`src/rtl/sr_ctl_pkg.sv`:
```
package sr_ctl_pkg;
    localparam int XLEN   = 64;
    localparam int NSRC   = 8;
    localparam int SRCW   = $clog2(NSRC);
    localparam int CNTW   = 32;
    localparam int RETW   = 3;

    // status word field positions
    localparam int ST_SUP  = 0;
    localparam int ST_PSUP = 1;
    localparam int ST_TEN  = 2;
    localparam int ST_S64  = 3;
    localparam int ST_U64  = 4;
    localparam int ST_MASK = 8;
    localparam int ST_PEND = 16;

    // fixed pending sources
    localparam int SRC_IPI   = 5;
    localparam int SRC_HOST  = 6;
    localparam int SRC_TIMER = 7;

    typedef enum logic [2:0] {
        REG_STATUS  = 3'd0,
        REG_COUNT   = 3'd1,
        REG_COMPARE = 3'd2,
        REG_IPI     = 3'd3,
        REG_HOST    = 3'd4,
        REG_CAUSE   = 3'd5
    } reg_sel_e;
endpackage

```
`src/rtl/sr_status_reg.sv`:
```
module sr_status_reg
    import sr_ctl_pkg::*;
#(
    parameter int W  = XLEN,
    parameter int NS = NSRC
) (
    input  logic          clk,
    input  logic          rst_n,
    input  logic          wr_en,
    input  logic [W-1:0]  wdata,
    input  logic          trap_take,
    output logic          sup,
    output logic          prev_sup,
    output logic          trap_en,
    output logic          s64,
    output logic          u64,
    output logic [NS-1:0] mask
);
    always_ff @(posedge clk) begin
        if (!rst_n) begin
            sup      <= 1'b1;
            prev_sup <= 1'b0;
            trap_en  <= 1'b0;
            s64      <= 1'b1;
            u64      <= 1'b0;
            mask     <= '1;
        end else if (trap_take) begin
            sup      <= 1'b1;
            prev_sup <= sup;
            trap_en  <= 1'b0;
        end else if (wr_en) begin
            sup      <= wdata[ST_SUP];
            prev_sup <= wdata[ST_PSUP];
            trap_en  <= wdata[ST_TEN];
            s64      <= wdata[ST_S64];
            u64      <= wdata[ST_U64];
            mask     <= wdata[ST_MASK +: NS];
        end
    end

    assert_trap_entry_R4: assert property (@(posedge clk) disable iff (!rst_n)
        trap_take |=> (sup && !trap_en && (prev_sup == $past(sup))));
endmodule

```
`src/rtl/sr_pending.sv`:
```
module sr_pending
    import sr_ctl_pkg::*;
#(
    parameter int NS = NSRC,
    parameter int IW = SRCW + 1
) (
    input  logic          clk,
    input  logic          rst_n,
    input  logic          ext_we,
    input  logic [IW-1:0] ext_idx,
    input  logic          ext_val,
    input  logic          ipi_we,
    input  logic          ipi_val,
    input  logic          host_we,
    input  logic          host_val,
    input  logic          cmp_we,
    input  logic          timer_hit,
    output logic [NS-1:0] pend
);
    logic [NS-1:0] pend_d;

    always_comb begin
        pend_d = pend;
        for (int i = 0; i < NS; i++) begin
            if (ext_we && (ext_idx == IW'(i))) pend_d[i] = ext_val;
            if (i == SRC_IPI && ipi_we)        pend_d[i] = ipi_val;
            if (i == SRC_HOST && host_we)      pend_d[i] = host_val;
            if (i == SRC_TIMER) begin
                if (cmp_we)    pend_d[i] = 1'b0;
                if (timer_hit) pend_d[i] = 1'b1;
            end
        end
    end

    always_ff @(posedge clk) begin
        if (!rst_n) pend <= '0;
        else        pend <= pend_d;
    end

    assert_cmp_clear_R6: assert property (@(posedge clk) disable iff (!rst_n)
        (cmp_we && !timer_hit) |=> !pend[SRC_TIMER]);

    assert_idx_ignored_R9: assert property (@(posedge clk) disable iff (!rst_n)
        (ext_we && ext_idx >= IW'(NS) && !ipi_we && !host_we && !cmp_we && !timer_hit)
        |=> $stable(pend));
endmodule

```
`src/rtl/sr_timer.sv`:
```
module sr_timer
    import sr_ctl_pkg::*;
#(
    parameter int CW = CNTW,
    parameter int RW = RETW
) (
    input  logic          clk,
    input  logic          rst_n,
    input  logic          cnt_we,
    input  logic          cmp_we,
    input  logic [CW-1:0] wdata,
    input  logic [RW-1:0] retire,
    output logic [CW-1:0] count,
    output logic [CW-1:0] compare,
    output logic          hit
);
    logic [CW:0] sum;

    assign sum = {1'b0, count} + {{(CW+1-RW){1'b0}}, retire};
    assign hit = !cnt_we && (count < compare) && (sum >= {1'b0, compare});

    always_ff @(posedge clk) begin
        if (!rst_n) begin
            count   <= '0;
            compare <= '0;
        end else begin
            count <= cnt_we ? wdata : sum[CW-1:0];
            if (cmp_we) compare <= wdata;
        end
    end

    assert_count_wr_R11: assert property (@(posedge clk) disable iff (!rst_n)
        cnt_we |=> (count == $past(wdata)));
endmodule

```
`src/rtl/sr_irq_arb.sv`:
```
module sr_irq_arb
    import sr_ctl_pkg::*;
#(
    parameter int NS = NSRC,
    parameter int W  = XLEN,
    parameter int IW = SRCW
) (
    input  logic          clk,
    input  logic          rst_n,
    input  logic [NS-1:0] pend,
    input  logic [NS-1:0] mask,
    input  logic          trap_en,
    output logic          req,
    output logic [W-1:0]  cause
);
    logic [NS-1:0] act;
    logic [NS:0]   none_below;
    logic [NS-1:0] grant;
    logic [IW-1:0] idx;

    assign act           = pend & mask;
    assign none_below[0] = 1'b1;

    for (genvar i = 0; i < NS; i++) begin : g_chain
        assign grant[i]        = act[i] & none_below[i];
        assign none_below[i+1] = none_below[i] & ~act[i];
    end

    always_comb begin
        idx = '0;
        for (int i = 0; i < NS; i++)
            if (grant[i]) idx = IW'(i);
    end

    assign req   = trap_en && !none_below[NS];
    assign cause = req ? {1'b1, {(W-1-IW){1'b0}}, idx} : '0;

    assert_req_gated_R1: assert property (@(posedge clk) disable iff (!rst_n)
        req |-> (trap_en && (pend & mask) != '0));

    assert_lowest_R2: assert property (@(posedge clk) disable iff (!rst_n)
        req |-> (pend[cause[IW-1:0]] && mask[cause[IW-1:0]] &&
                 ((pend & mask & ~({NS{1'b1}} << cause[IW-1:0])) == '0)));
endmodule

```
`src/rtl/sr_trap_ctl.sv`:
```
module sr_trap_ctl
    import sr_ctl_pkg::*;
#(
    parameter int W  = XLEN,
    parameter int NS = NSRC,
    parameter int CW = CNTW,
    parameter int RW = RETW
) (
    input  logic          clk,
    input  logic          rst_n,
    input  logic          csr_we,
    input  logic [2:0]    csr_addr,
    input  logic [W-1:0]  csr_wdata,
    output logic [W-1:0]  csr_rdata,
    input  logic          ext_irq_we,
    input  logic [3:0]    ext_irq_idx,
    input  logic          ext_irq_val,
    input  logic [RW-1:0] retire_cnt,
    input  logic          trap_take,
    output logic          irq_req,
    output logic [W-1:0]  irq_cause
);
    localparam int IW = $clog2(NS);

    logic st_we, cnt_we, cmp_we, ipi_we, host_we;
    logic sup, prev_sup, trap_en, s64, u64;
    logic [NS-1:0] mask, pend;
    logic [CW-1:0] count, compare;
    logic timer_hit;
    logic [W-1:0] status_word;

    always_comb begin
        st_we   = 1'b0;
        cnt_we  = 1'b0;
        cmp_we  = 1'b0;
        ipi_we  = 1'b0;
        host_we = 1'b0;
        if (csr_we) begin
            unique case (reg_sel_e'(csr_addr))
                REG_STATUS:  st_we   = 1'b1;
                REG_COUNT:   cnt_we  = 1'b1;
                REG_COMPARE: cmp_we  = 1'b1;
                REG_IPI:     ipi_we  = 1'b1;
                REG_HOST:    host_we = 1'b1;
                default:     ;
            endcase
        end
    end

    sr_status_reg #(.W(W), .NS(NS)) u_status (
        .clk(clk), .rst_n(rst_n), .wr_en(st_we), .wdata(csr_wdata),
        .trap_take(trap_take), .sup(sup), .prev_sup(prev_sup),
        .trap_en(trap_en), .s64(s64), .u64(u64), .mask(mask)
    );

    sr_timer #(.CW(CW), .RW(RW)) u_timer (
        .clk(clk), .rst_n(rst_n), .cnt_we(cnt_we), .cmp_we(cmp_we),
        .wdata(csr_wdata[CW-1:0]), .retire(retire_cnt),
        .count(count), .compare(compare), .hit(timer_hit)
    );

    sr_pending #(.NS(NS), .IW(IW + 1)) u_pend (
        .clk(clk), .rst_n(rst_n), .ext_we(ext_irq_we),
        .ext_idx(ext_irq_idx[IW:0]), .ext_val(ext_irq_val),
        .ipi_we(ipi_we), .ipi_val(csr_wdata[0]),
        .host_we(host_we), .host_val(|csr_wdata),
        .cmp_we(cmp_we), .timer_hit(timer_hit), .pend(pend)
    );

    sr_irq_arb #(.NS(NS), .W(W), .IW(IW)) u_arb (
        .clk(clk), .rst_n(rst_n), .pend(pend), .mask(mask),
        .trap_en(trap_en), .req(irq_req), .cause(irq_cause)
    );

    always_comb begin
        status_word              = '0;
        status_word[ST_SUP]      = sup;
        status_word[ST_PSUP]     = prev_sup;
        status_word[ST_TEN]      = trap_en;
        status_word[ST_S64]      = s64;
        status_word[ST_U64]      = u64;
        status_word[ST_MASK+:NS] = mask;
        status_word[ST_PEND+:NS] = pend;
    end

    always_comb begin
        unique case (reg_sel_e'(csr_addr))
            REG_STATUS:  csr_rdata = status_word;
            REG_COUNT:   csr_rdata = W'(count);
            REG_COMPARE: csr_rdata = W'(compare);
            REG_IPI:     csr_rdata = W'(pend[SRC_IPI]);
            REG_HOST:    csr_rdata = W'(pend[SRC_HOST]);
            REG_CAUSE:   csr_rdata = irq_cause;
            default:     csr_rdata = '0;
        endcase
    end

    assert_timer_pend_R7: assert property (@(posedge clk) disable iff (!rst_n)
        timer_hit |=> pend[SRC_TIMER]);

    assert_ipi_write_R8: assert property (@(posedge clk) disable iff (!rst_n)
        ipi_we |=> (pend[SRC_IPI] == $past(csr_wdata[0])));

    assert_pend_kept_R5: assert property (@(posedge clk) disable iff (!rst_n)
        (st_we && !ext_irq_we && !timer_hit) |=> $stable(pend));
endmodule

```
`config.mk`:
```
export PLATFORM = sky130hd
export DESIGN_NAME = sr_trap_ctl
export DESIGN_NICKNAME = d
export VERILOG_FILES = /design/src/rtl/sr_ctl_pkg.sv /design/src/rtl/sr_status_reg.sv /design/src/rtl/sr_pending.sv /design/src/rtl/sr_timer.sv /design/src/rtl/sr_irq_arb.sv /design/src/rtl/sr_trap_ctl.sv
export SDC_FILE = /design/constraint.sdc
export NUM_CORES = 1
export LEC_CHECK = 0
export CAP_MARGIN = 30
export CORE_ASPECT_RATIO = 0.5
export CORE_MARGIN = 8
export CORE_UTILIZATION = 25
export CTS_BUF_LIST = sky130_fd_sc_hd__clkbuf_2 sky130_fd_sc_hd__clkbuf_4 sky130_fd_sc_hd__clkbuf_8
export CTS_CLUSTER_SIZE = 16
export DETAILED_ROUTE_END_ITERATION = 16
export SLEW_MARGIN = 0
export SYNTH_ARGS = -nofsm -noshare
export SYNTH_HDL_FRONTEND = slang
export SYNTH_SLANG_ARGS = --single-unit
```
`constraint.sdc`:
```
create_clock -name clk -period 4.6 [get_ports clk]
set_input_delay 1.38 -clock clk [delete_from_list [all_inputs] [get_ports clk]]
set_output_delay 1.38 -clock clk [all_outputs]
set_load 0.1 [all_outputs]
```
==> results of run 1 <==
[cells in the final DEF (no fill, tap or decap), types with 6 or more instances in the layout]
master | synthesis | routed
clkbuf_8 | 0 | 11
o21ba_2 | 10 | 10
a22oi_1 | 13 | 13
o21ai_0 | 30 | 28
nor2_2 | 0 | 29
conb_1 | 1 | 91
and3_1 | 9 | 8
xnor2_1 | 17 | 13
buf_4 | 92 | 53
buf_12 | 0 | 35
inv_1 | 41 | 41
nor4_1 | 21 | 20
nand4_1 | 20 | 20
nor3_1 | 16 | 16
mux2i_1 | 28 | 28
ha_1 | 66 | 66
dfxtp_1 | 85 | 85
xor2_1 | 13 | 13
nand2b_1 | 10 | 10
nand3_1 | 30 | 30
clkdlybuf4s50_1 | 0 | 78
nor2_1 | 98 | 69
nor2b_1 | 7 | 6
a21oi_1 | 84 | 84
nand2_1 | 115 | 115
[power groups by stage]
stage          Combinational [mW]  Sequential, mW  Clock, mW
2_1_floorplan               0.720           0.804          0
3_3_place_gp                0.912           0.820          0
3_5_place_dp                0.917           0.820          0
4_1_cts                     0.920           0.803      0.591
5_1_grt                     0.987           0.808      0.624
6_report                    0.934           0.804      0.575
[worst max path at each step]
stage	start	to	slack [ns]	cells after the start
floorplan	csr_addr[0]	csr_rdata[1]	-0.55	4
global placement	retire_cnt[0]	u_pend.pend[7]	-0.27	16
detailed placement	retire_cnt[0]	u_pend.pend[7]	-0.32	16
CTS	retire_cnt[0]	u_pend.pend[7]	0.07	16
global route	retire_cnt[0]	u_pend.pend[7]	-0.02	16
finish	csr_addr[0]	csr_rdata[12]	0.13	8
[flip-flops by register name, indices dropped and copies added (netlist names)]
| name | count |
|---|---|
| u_timer.compare | 32 |
| u_timer.count | 32 |
| u_pend.pend | 8 |
| u_status.mask | 8 |
| u_status.prev_sup | 1 |
| u_status.s64 | 1 |
| u_status.sup | 1 |
| u_status.trap_en | 1 |
| u_status.u64 | 1 |
[repair_timing]
action / 4_1_cts / 5_1_grt
resized for setup: 0 / 13
setup endpoints to repair: 0 / 1
endpoints found under the hold margin: 0 / 0
[area by class of cell]
cell class,instances,area [sq um]
Tap cell,352,440
Clock inverter,5,57.6
Fill cell,2824,17700
Multi-Input combinational cell,740,4650
Clock buffer,11,151
Inverter,41,154
Timing Repair Buffer,167,1880
Sequential cell,85,1700
[worst max-delay path, delay by kind of cell]
| kind | cells | cell delay, ns |
|---|---|---|
| AO/OA/AOI/OAI | 1 | 0.26 |
| buffers and inverters | 4 | 1.08 |
| multiplexers | 1 | 0.22 |
| AND/OR/NAND/NOR | 2 | 0.14 |
[per-stage QoR]
stage	instance area, sq um	utilization	setup TNS, ns	cells	power, mW
6_report	9040	0.339	0	1401	2.31
2_1_floorplan	7290	-	-1.45	997	1.52
3_5_place_dp	8780	0.329	-0.325	1385	1.74
5_1_grt	9040	0.339	-0.0196	1401	2.42
3_3_place_gp	8780	0.329	-0.270	1385	1.73
4_1_cts	8980	0.337	0	1401	2.31
[cells by family (layout without fill, tap and decap cells)]
family | after synthesis | in the layout | synth area share
buf+inv | 172 | 224 | 0.145
xor+xnor | 30 | 30 | 0.0383
other cells | 1 | 91 | 0.000547
fa+ha+maj | 67 | 67 | 0.123
simple gates | 351 | 351 | 0.244
compound gates | 170 | 170 | 0.152
mux | 31 | 31 | 0.0475
flops | 85 | 85 | 0.248
[per-layer routing]
layer	global-route usage	share of wire
met3	0.0281	0.061
met5	0	0
met4	0.0447	0.020
met1	0.176	0.44
met2	0.244	0.48
==> out/qor.csv, run 1 <==
metric,value,unit
outcome,"finished, final reports clean",
crit_type,primary input to output port,
dp_hpwl,19600,um
hp-start,u_status.u64,
htree_levels,3,
synthesis.instances,907,
area_growth_syn_to_layout,31.9,%
ys_async_sr_fraction,0,
drt_iter0_markers,438,
power.internal,1.32,mW
post_cts_buffers,0,
cp_slowest_cell,clkdlybuf4s50_1,
io_pins,209,
clock_sinks,85,
rows,42,
worstMarginPinSlew,0.698,ns
finalNetCount,1191,
cts_tree,built,
fin_ws,0.132,ns
grt_max_degree,58,
clk-insertion-delay-late,0.37,ns
period_minus_slack,4.47,ns
combPwrFrac,0.404,
drt-vias-per-instance,4.83,
slew_violations,0,
cp.required,3.22,ns
grt_overflow,0,
cpPeakStageDelay,0.50,ns
clk_pin_slew_worst_paths,0.09,ns
wire_per_inst,17.6,um
place_congestion,0.965,
fmax,224,MHz
fin_crit_sh,0.971,
die_w,250,um
dr.pass1.iters,5,
yosysMostFrequentCell,nand2_1,
place_worst_setup_slack,-0.325,ns
synth-edff-count,0,
grt_pass1_vias,6670,
drive_gt1_frac,0.157,
drc,0,
cp-start-kind,primary input,
avgSynthCellArea,7.56,sq um
tritoncts.num_buffers,9,
slew_headroom,0.530,
power.density,256,nW/um^2
clock-root-buffer,clkbuf_8,
yosys_warnings,0,
p_sw_frac,0.430,
n_antenna_cell,0,
r2r_slack,1.23,ns
hold_end,u_status.u64,
setup_violations,0,
yosys.area.top_type_share,0.248,
ys_top_cells_by_count,"nand2_1 (115), nor2_1 (98), buf_4 (92)",
synth.distinct_cells,53,
timing.rr.end,u_pend.pend[7],
hold_class,flop to flop,
synth_ff_type,dfxtp_1,
power_frac_clock,0.248,
crit_path_cell_trace,"clkdlybuf4s50_1, buf_12, buf_4, mux2i_1, nor2_1, a21oi_1, nor2_2, buf_12",
ys_seq_area_frac,0.248,
drt-total-wl,24700,um
hold_buffers,0,
clockBufferDepth,2,
reg2reg_depth,16,
seqPwrFrac,0.348,
ys_ff_latch,85,
grt_usage,0.141,
coreArea,26700,sq um
synthesis.area,6860,sq um
synth_area_leader_cell,dfxtp_1,
regToRegStartpoint,u_timer.count[0],
maxCapViolCount,0,
hold_violations,0,
p_switching,0.996,mW
dieArea,33300,sq um
holdPathStages,2,
cp.arrival,3.09,ns
synth.area.top_cells,"dfxtp_1 (25%), ha_1 (12%), buf_4 (10%)",
fin_skew,0.00901,ns
io_buffers,117,
p_leak,3.84,nW
antenna_left,0,
grt_antenna_before_repair,0,
hold_slack,0.466,ns
end_kind,output port,
grt_pass1_wl,37800,um
route.vias.total,6761,
irDropWorstVdd,0.000105,V
start_util,0.257,
dieHeight,133,um
worstPathMaxFanout,15,
cp_common_cell,buf_12,
(Power assumes the default switching activity.)
==> inputs of run 2 (changes only) <==
Settings changed: SKIP_CTS_REPAIR_TIMING from default to 1.
==> results of run 2 <==
Same layout as run 1: the final DEF is identical, and so are final timing and power.
